File: src/rtl/chop_pkg.sv
`timescale 1ns/1ps
package chop_pkg;
   typedef enum logic [1:0] {
      PH_DEAD = 2'd0,
      PH_ON   = 2'd1,
      PH_OFF  = 2'd2
   } phase_t;

   localparam logic [1:0] DK_SLOW = 2'b00;
   localparam logic [1:0] DK_FAST = 2'b01;
endpackage

File: src/rtl/chop_trip_sync.sv
`timescale 1ns/1ps
module chop_trip_sync (
   input  logic clk,
   input  logic rst,
   input  logic arm,
   input  logic trip_i,
   output logic trip_q
);
   // capture only while the bridge is conducting
   always_ff @(posedge clk) begin
      if (rst) trip_q <= 1'b0;
      else     trip_q <= trip_i & arm;
   end
endmodule

File: src/rtl/chop_timer.sv
`timescale 1ns/1ps
module chop_timer #(
   parameter int W = 8
) (
   input  logic         clk,
   input  logic         ld,
   input  logic [W-1:0] ld_val,
   input  logic         dec,
   output logic         zero
);
   logic [W-1:0] cnt_q;

   always_ff @(posedge clk) begin
      if (ld)                        cnt_q <= ld_val;
      else if (dec && cnt_q != '0)   cnt_q <= cnt_q - 1'b1;
   end

   assign zero = (cnt_q == '0);
endmodule

File: src/rtl/chop_gate_map.sv
`timescale 1ns/1ps
module chop_gate_map #(
   parameter int MIX_FAST_CYC = 4
) (
   input  chop_pkg::phase_t phase,
   input  logic             dir,
   input  logic [1:0]       decay,
   input  logic             early,
   input  logic             level_nz,
   output logic [3:0]       gates   // {src_a, snk_a, src_b, snk_b}
);
   import chop_pkg::*;

   logic hold_sink;

   generate
      if (MIX_FAST_CYC == 0) begin : g_mix_slow
         // no fast window: mixed behaves as slow
         assign hold_sink = (decay != DK_FAST) | (early & 1'b0);
      end else begin : g_mix_split
         assign hold_sink = (decay == DK_SLOW) | (decay[1] & ~early);
      end
   endgenerate

   always_comb begin
      gates = 4'b0000;
      if (level_nz) begin
         unique case (phase)
            PH_ON:   gates = dir ? 4'b0110 : 4'b1001;
            PH_OFF:  if (hold_sink) gates = dir ? 4'b0100 : 4'b0001;
            default: gates = 4'b0000;
         endcase
      end
   end
endmodule

File: src/rtl/hbridge_chopper.sv
`timescale 1ns/1ps
module hbridge_chopper #(
   parameter int DEAD_CYC     = 50,
   parameter int OFF_W        = 8,
   parameter int MIX_FAST_CYC = 4
) (
   input  logic             clk,
   input  logic             rst,
   input  logic             dir_i,
   input  logic [2:0]       level_i,
   input  logic [1:0]       decay_i,
   input  logic             trip_i,
   input  logic [OFF_W-1:0] off_cycles_i,
   output logic             src_a_o,
   output logic             snk_a_o,
   output logic             src_b_o,
   output logic             snk_b_o,
   output logic [2:0]       dac_code_o
);
   import chop_pkg::*;

   localparam int DW    = (DEAD_CYC > 1) ? $clog2(DEAD_CYC) : 1;
   localparam int CNT_W = (DW > OFF_W) ? DW : OFF_W;
   localparam int EL_W  = (MIX_FAST_CYC > 0) ? $clog2(MIX_FAST_CYC + 1) : 1;
   localparam logic [CNT_W-1:0] DEAD_LD = CNT_W'(DEAD_CYC - 1);

   generate
      if (DEAD_CYC < 1) begin : g_bad_dead
         $error("DEAD_CYC must be at least 1");
      end
      if (OFF_W < 1) begin : g_bad_off
         $error("OFF_W must be at least 1");
      end
      if (MIX_FAST_CYC < 0) begin : g_bad_mix
         $error("MIX_FAST_CYC must not be negative");
      end
   endgenerate

   phase_t           phase_q;
   logic             dir_q;
   logic             trip_q;
   logic             tmr_zero;
   logic             tmr_ld;
   logic [CNT_W-1:0] tmr_val;
   logic [CNT_W-1:0] off_ld;
   logic [EL_W-1:0]  el_q;
   logic             early;
   logic             dir_chg;
   logic             trip_hit;
   logic [3:0]       gates;

   assign dir_chg  = (dir_i != dir_q);
   assign trip_hit = (phase_q == PH_ON) & trip_q & ~dir_chg;
   assign off_ld   = (off_cycles_i == '0) ? '0 : CNT_W'(off_cycles_i - 1'b1);
   assign tmr_ld   = rst | dir_chg | trip_hit;
   assign tmr_val  = (rst | dir_chg) ? DEAD_LD : off_ld;

   chop_trip_sync u_trip (
      .clk    (clk),
      .rst    (rst),
      .arm    (phase_q == PH_ON),
      .trip_i (trip_i),
      .trip_q (trip_q)
   );

   chop_timer #(.W(CNT_W)) u_tmr (
      .clk    (clk),
      .ld     (tmr_ld),
      .ld_val (tmr_val),
      .dec    (phase_q != PH_ON),
      .zero   (tmr_zero)
   );

   always_ff @(posedge clk) begin
      if (rst) begin
         phase_q <= PH_DEAD;
         dir_q   <= 1'b0;
      end else if (dir_chg) begin
         phase_q <= PH_DEAD;
         dir_q   <= dir_i;
      end else begin
         unique case (phase_q)
            PH_DEAD: if (tmr_zero) phase_q <= PH_ON;
            PH_ON:   if (trip_q)   phase_q <= PH_OFF;
            PH_OFF:  if (tmr_zero) phase_q <= PH_ON;
            default: phase_q <= PH_DEAD;
         endcase
      end
   end

   // elapsed off-time, saturating at the fast-decay window
   always_ff @(posedge clk) begin
      if (rst || trip_hit)                                    el_q <= '0;
      else if (phase_q == PH_OFF && el_q < EL_W'(MIX_FAST_CYC)) el_q <= el_q + 1'b1;
   end

   assign early = (el_q < EL_W'(MIX_FAST_CYC));

   chop_gate_map #(.MIX_FAST_CYC(MIX_FAST_CYC)) u_map (
      .phase    (phase_q),
      .dir      (dir_q),
      .decay    (decay_i),
      .early    (early),
      .level_nz (level_i != 3'b000),
      .gates    (gates)
   );

   assign {src_a_o, snk_a_o, src_b_o, snk_b_o} = gates;
   assign dac_code_o = level_i;
endmodule

File: config.mk
export PLATFORM = sky130hd
export DESIGN_NAME = hbridge_chopper
export DESIGN_NICKNAME = d
export VERILOG_FILES = /design/src/rtl/chop_pkg.sv /design/src/rtl/chop_trip_sync.sv /design/src/rtl/chop_timer.sv /design/src/rtl/chop_gate_map.sv /design/src/rtl/hbridge_chopper.sv
export SDC_FILE = /design/constraint.sdc
export NUM_CORES = 1
export LEC_CHECK = 0
export BUFFER_PORTS_ARGS = -buffer_cell sky130_fd_sc_hd__buf_4
export CORE_AREA = 3 3 61 63
export DETAILED_ROUTE_END_ITERATION = 12
export DIE_AREA = 0 0 64 66
export HOLD_SLACK_MARGIN = 0.05
export SLEW_MARGIN = 20
export SYNTH_ARGS = -nofsm -noshare
export SYNTH_HDL_FRONTEND = slang
export SYNTH_HIERARCHICAL = 1
export SYNTH_SLANG_ARGS = --single-unit
File: constraint.sdc
create_clock -name clk -period 3.2 [get_ports clk]
set_input_delay 0.48 -clock clk [delete_from_list [all_inputs] [get_ports clk]]
set_output_delay 0.48 -clock clk [all_outputs]
set_load 0.01 [all_outputs]
# ---- Word-level counts from Yosys, hierarchy flattened
# Index checks and enable logic that the tools add are counted.
dict set report totals {
  ff_bits 15
  input_bits 17
  out_inout_bits 7
  word_cells 49
}
dict set report op_classes {
  n_addsub 3
  n_lt_le_gt_ge 1
  n_eq_ne 6
  muxes 12
  n_bitwise 9
  reduce_logical 13
}
# cell count
set op_table {}
lappend op_table {{$mux 8} 4}
lappend op_table {{$logic_not 8->1} 2}
lappend op_table {{$sub 8x1->8 const B} 2}
lappend op_table {{$mux 4} 3}
lappend op_table {{$pmux 4 s2} 1}
lappend op_table {{$reduce_bool 8->1} 1}
lappend op_table {{$and 1x1->1} 4}
lappend op_table {{$logic_not 2->1} 2}
lappend op_table {{$mux 2} 2}
lappend op_table {{$ne 2x1->1 const B} 2}
lappend op_table {{$pmux 2 s2} 1}
lappend op_table {{$reduce_or 2->1} 2}
lappend op_table {{$add 3x1->3 const B} 1}
lappend op_table {{$lt 3x3->1 const B} 1}
lappend op_table {{$mux 3} 1}
lappend op_table {{$or 1x1->1} 3}
lappend op_table {{$reduce_bool 3->1} 1}
lappend op_table {{$eq 2x1->1 const B} 1}
lappend op_table {{$eq 2x2->1 const B} 1}
lappend op_table {{$logic_and 1x1->1} 2}
lappend op_table {{$ne 2x2->1 const B} 1}
lappend op_table {{$not 1->1} 2}
lappend op_table {{$reduce_and 2->1} 1}
lappend op_table {{$reduce_bool 2->1} 1}
lappend op_table {{other kinds (2)} 2}

# ---- Longest topological paths before layout
dict set report depth {
  ltp_word 7
  mapped_depth 7
  ltp_nobuf 7
}

# ---- Modules after synthesis
# The synthesis kept the hierarchy.
# module n_inst cells_per_inst area_each_um2 seq_area_each_um2
set by_module_without_submodules {}
lappend by_module_without_submodules {hbridge_chopper 1 66 503.0 120.1}
lappend by_module_without_submodules {chop_timer 1 53 499.2 240.2}
lappend by_module_without_submodules {chop_gate_map 1 11 105.1 0.0}
lappend by_module_without_submodules {chop_trip_sync 1 2 28.8 20.0}

# ---- Worst setup path before layout
# Ideal clock, no wire load.
dict set report synth_timing {
  path_type {input to register}
  startpoint {input port off_cycles_i[0]}
  endpoint {register u_tmr.cnt_q[0] (data pin)}
  setup_ns 0.270
  arrival_ns 1.709
  t_required_ns 2.930
  path_slack_ns 1.221
  cell_stages 7
  n_path_buf 0
  path_cell_list {inv_1 > ha_1 > or4b_2 > nor2_1 > o21ai_0 > nand2_1 > o21ai_0}
}
dict set report synth_between {
  elab_chain_cells 4
  word_cells_on_any_way 5
  classes_between {add/sub (1); mux (3); reduce/logical (1)}
}
# element line
set synth_lines {}
lappend synth_lines {{from (decl)} hbridge_chopper.sv:13} ;# input logic [OFF_W-1:0] off_cycles_i,
lappend synth_lines {{$sub 8x1->8 / $logic_not 8->1 (equally long branches)} hbridge_chopper.sv:54} ;# assign off_ld = (off_cycles_i == '0) ? '0 : CNT_W'(off_cycles_i - 1'b1);
lappend synth_lines {{$mux 8 (*)} hbridge_chopper.sv:54}
lappend synth_lines {{$mux 8 (*)} hbridge_chopper.sv:56} ;# assign tmr_val = (rst | dir_chg) ? DEAD_LD : off_ld;
lappend synth_lines {{named net tmr_val[0]} hbridge_chopper.sv:44} ;# logic [CNT_W-1:0] tmr_val;
lappend synth_lines {{$mux 8 (*)} chop_timer.sv:14} ;# if (ld) cnt_q <= ld_val;
lappend synth_lines {{to (signal assigned)} chop_timer.sv:14}
lappend synth_lines {{to (signal assigned)} chop_timer.sv:15} ;# else if (dec && cnt_q != '0) cnt_q <= cnt_q - 1'b1;
lappend synth_lines {{to (decl)} chop_timer.sv:11} ;# logic [W-1:0] cnt_q;
# Mark *: on every way through the listed nets, which the timed path passes. The rest lies on a longest branch.
# A chain may end at the register's enable or synchronous reset.

# ---- Final worst setup path
dict set report layout_timing {
  startpoint {register phase_q[0]}
  endpoint {output port snk_b_o}
}
dict set report layout_between {
  elab_chain_cells 3
  word_cells_on_any_way 4
  classes_between {eq/ne (2); mux (2)}
}
# element line
set layout_lines {}
lappend layout_lines {{from (decl)} hbridge_chopper.sv:39} ;# phase_t phase_q;
lappend layout_lines {{from (signal assigned)} hbridge_chopper.sv:76} ;# phase_q <= PH_DEAD;
lappend layout_lines {{from (signal assigned)} hbridge_chopper.sv:79} ;# phase_q <= PH_DEAD;
lappend layout_lines {{from (signal assigned)} hbridge_chopper.sv:83} ;# PH_DEAD: if (tmr_zero) phase_q <= PH_ON;
lappend layout_lines {{$eq 2x2->1 / $eq 2x1->1 (equally long branches)} chop_gate_map.sv:28} ;# unique case (phase)
lappend layout_lines {{$pmux 4 s2 (*)} chop_gate_map.sv:28}
lappend layout_lines {{$mux 4 (*)} chop_gate_map.sv:27} ;# if (level_nz) begin
lappend layout_lines {{to (decl)} hbridge_chopper.sv:17} ;# output logic snk_b_o,
# Every way passes the cells marked *; elsewhere a longest branch is shown, timed or not.

==> impl_metrics.py <==
metrics = {
    "sta": {
        "finalHoldViolCount": 0,
        "max_slew_margin_pct": 53.09,
        "rsz0062_at_grt": "no",
        "tightest_slew_ns": 0.7022,
        "fmax_mhz": 461.1,
        "setup_ws_ns": 1.031,
        "finalCritPeriodShare_pct": 67.77,
        "fin_crit_ns": 2.169,
        "tns_ns": 0,
        "fin_hold_ws_ns": 0.3737,
        "worst_clock_skew_ns": 0.007608,
        "slew_viol_final": 0,
        "setup_viol": 0,
    },
    "setup_path": {
        "crit_path_cell_trace": "inv_1 > ha_1 > and4bb_2 > o21bai_1 > buf_4",
        "start_kind": "register",
        "endpoint_kind": "output port",
        "crit_path_max_fanout": 6,
        "cp_num_buf_inv": 2,
        "cpLargestDelayFamily": "flip-flops",
        "crit_type": "reg2out",
        "arrival_ns": 1.69,
        "slowest_stage": "dfxtp_1",
        "critPathMaxStageDelay_ns": 0.43,
        "worst_ep_required_time_ns": 2.72,
    },
    "clock_network": {
        "post_cts_resized": 0,
        "cts_tree": "yes",
        "cts_sinks": 15,
        "clock_latency_ns": 0.29,
        "ctsHoldBuffers": 0,
        "clkTransAtPathRegs_ns": 0.08,
        "cts_setup_buffers": 0,
        "clock_path_buffers": 2,
        "clockRootBuffer": "clkbuf_4",
        "htreeDepth": 1,
        "cts_made_buffers": 3,
    },
    "routing": {
        "vias": 998,
        "met3WireLength_um": 129,
        "wl_mm": 2.389,
        "post_drt_wl_per_cell_um": 12.01,
        "dr.first_iter.drc_count": 29,
        "dr_wl_met2_mm": 1.084,
        "met1_length_mm": 1.145,
        "drc": 0,
        "top_layer_used": "met4",
        "postRouteAntennaNets": 0,
        "dr.pass1.iters": 4,
        "via_per_inst": 5.015,
    },
    "global_routing": {
        "grtUsageTotal_pct": 12.41,
        "grt_pass1_vias": 967,
        "grt_overflow_total": 0,
        "grt_pass1_wl_mm": 4.202,
        "grt_max_degree": 21,
        "antenna_found_initial": 0,
    },
    "synth": {
        "async_flop_share_pct": 0,
        "yosys.area.top_type_share_pct": 21.15,
        "synthCells": 132,
        "syn_nets": 156,
        "synth_edf_count": 8,
        "synth_top_cells_by_area": "edfxtp_1 (21%), dfxtp_1 (12%), ha_1 (7.7%)",
        "yosysWarnings": 6,
        "syn_avg_cell_area_sq_um": 8.607,
        "yosysMostFrequentCell": "inv_1",
        "synth_common_cells": "inv_1 (13), nand2_1 (11), nor2_1 (10), o21ai_0 (9), edfxtp_1 (8)",
        "synth_seq_cells": 15,
        "synthesis.area_sq_um": 1136,
        "synth_top_area_cell": "edfxtp_1",
        "ys_seq_area_share_pct": 33.48,
        "yosys_most_used_dff": "edfxtp_1",
        "synth_cell_types": 39,
    },
    "floorplan": {
        "ios": 24,
        "die_x_um": 64,
        "initial_core_util_pct": 34.59,
        "die_area_sq_um": 4224,
        "rows": 21,
        "die_y_um": 66,
        "core-area_sq_um": 3284,
    },
    "layout": {
        "n_antenna_cell": 0,
        "stdcell_area_sq_um": 1350,
        "layout.nets": 178,
        "area_delta_synth_final_pct": 18.83,
        "drive_gt1_share_pct": 19.61,
    },
    "placement": {
        "routabilityCongestion": 0.8185,
        "numPortBuffers": 23,
        "pre_cts_slack_ns": 0.8308,
        "hpwl_mm": 1.968,
        "postPlaceCellArea_sq_um": 1324,
    },
    "status": {
        "status": "completed",
    },
    "power": {
        "leakage_uw": 0.0005534,
        "power_density_nw_per_um2": 325.3,
        "peakVddDrop_v": 0.00007805,
    },
    "job": {
        "maxCapViolations": 0,
    },
    "min_path": {
        "hold_class": "in2reg",
    },
}
==> metal layers <==
metal	vias up	GRT usage [%]
met2	36	21.03
met5	-	0
li1	514	-
met1	445	15.64
met4	0	5.660
met3	3	1.531
==> cell type report <==
| class | count | area, sq um |
|---|---|---|
| tap | 46 | 57.56 |
| inverter | 13 | 48.80 |
| timing repair buffer | 23 | 172.7 |
| sequential | 15 | 380.4 |
| clock buffer | 4 | 26.28 |
| fill | 325 | 1934 |
| multi-input combinational | 98 | 664.4 |
==> kinds of logic after synthesis <==
family / share of synthesized area (%)
simple gates: 29.08
compound gates: 14.87
mux: 2.202
fa+ha+maj: 7.709
flops: 33.48
buf+inv: 8.039
xor+xnor: 4.626
==> state kept, by name, indices dropped and copies added (netlist names) <==
name and count:
u_tmr/cnt_q 8, el_q 3, phase_q 2, dir_q 1, u_trip/trip_q 1
==> through the flow <==
| stage | utilization (%) | cells | total power [uW] |
|---|---|---|---|
| floorplan | - | 132 | 300.4 |
| global placement | 40.30 | 195 | 334.6 |
| detailed placement | 40.30 | 195 | 337.1 |
| CTS | 41.10 | 199 | 441.9 |
| global route | 41.10 | 199 | 463.6 |
| finish | 41.10 | 199 | 439.2 |
==> path summary, 6_finish.rpt <==
| kind | start | to | slack, ns | cells after the start |
|---|---|---|---|---|
| worst min-delay path | rst | dir_q | 0.37 | 2 |
| worst max register to register | dir_q | u_tmr/cnt_q[6] | 1.08 | 5 |
| worst max-delay path | phase_q[0] | snk_b_o | 1.03 | 5 |
| worst min register to register | el_q[1] | el_q[1] | 0.51 | 2 |
==> cells in the final DEF, fill, tap and decap left out, drive strengths merged, types with 3 or more instances in the layout <==
cell type and n:
nor3b 3, buf 23, dfxtp 7, ha 7
nor2 10, clkbuf 4, edfxtp 8, nor4 3
nand2 11, o21ai 9, xnor2 6, a21oi 3
or4 3, o21bai 3, nor3 3, inv 13
nor2b 5, nand3 6
==> power by group <==
| part | total [uW] | switching (uW) | internal [uW] |
|---|---|---|---|
| Combinational | 99.0 | 50.8 | 48.2 |
| Sequential | 234 | 14.8 | 219 |
| Clock | 106 | 57.5 | 48.5 |
| Total | 439 | 123 | 316 |
No activity file was read; power rests on OpenSTA's default activity.
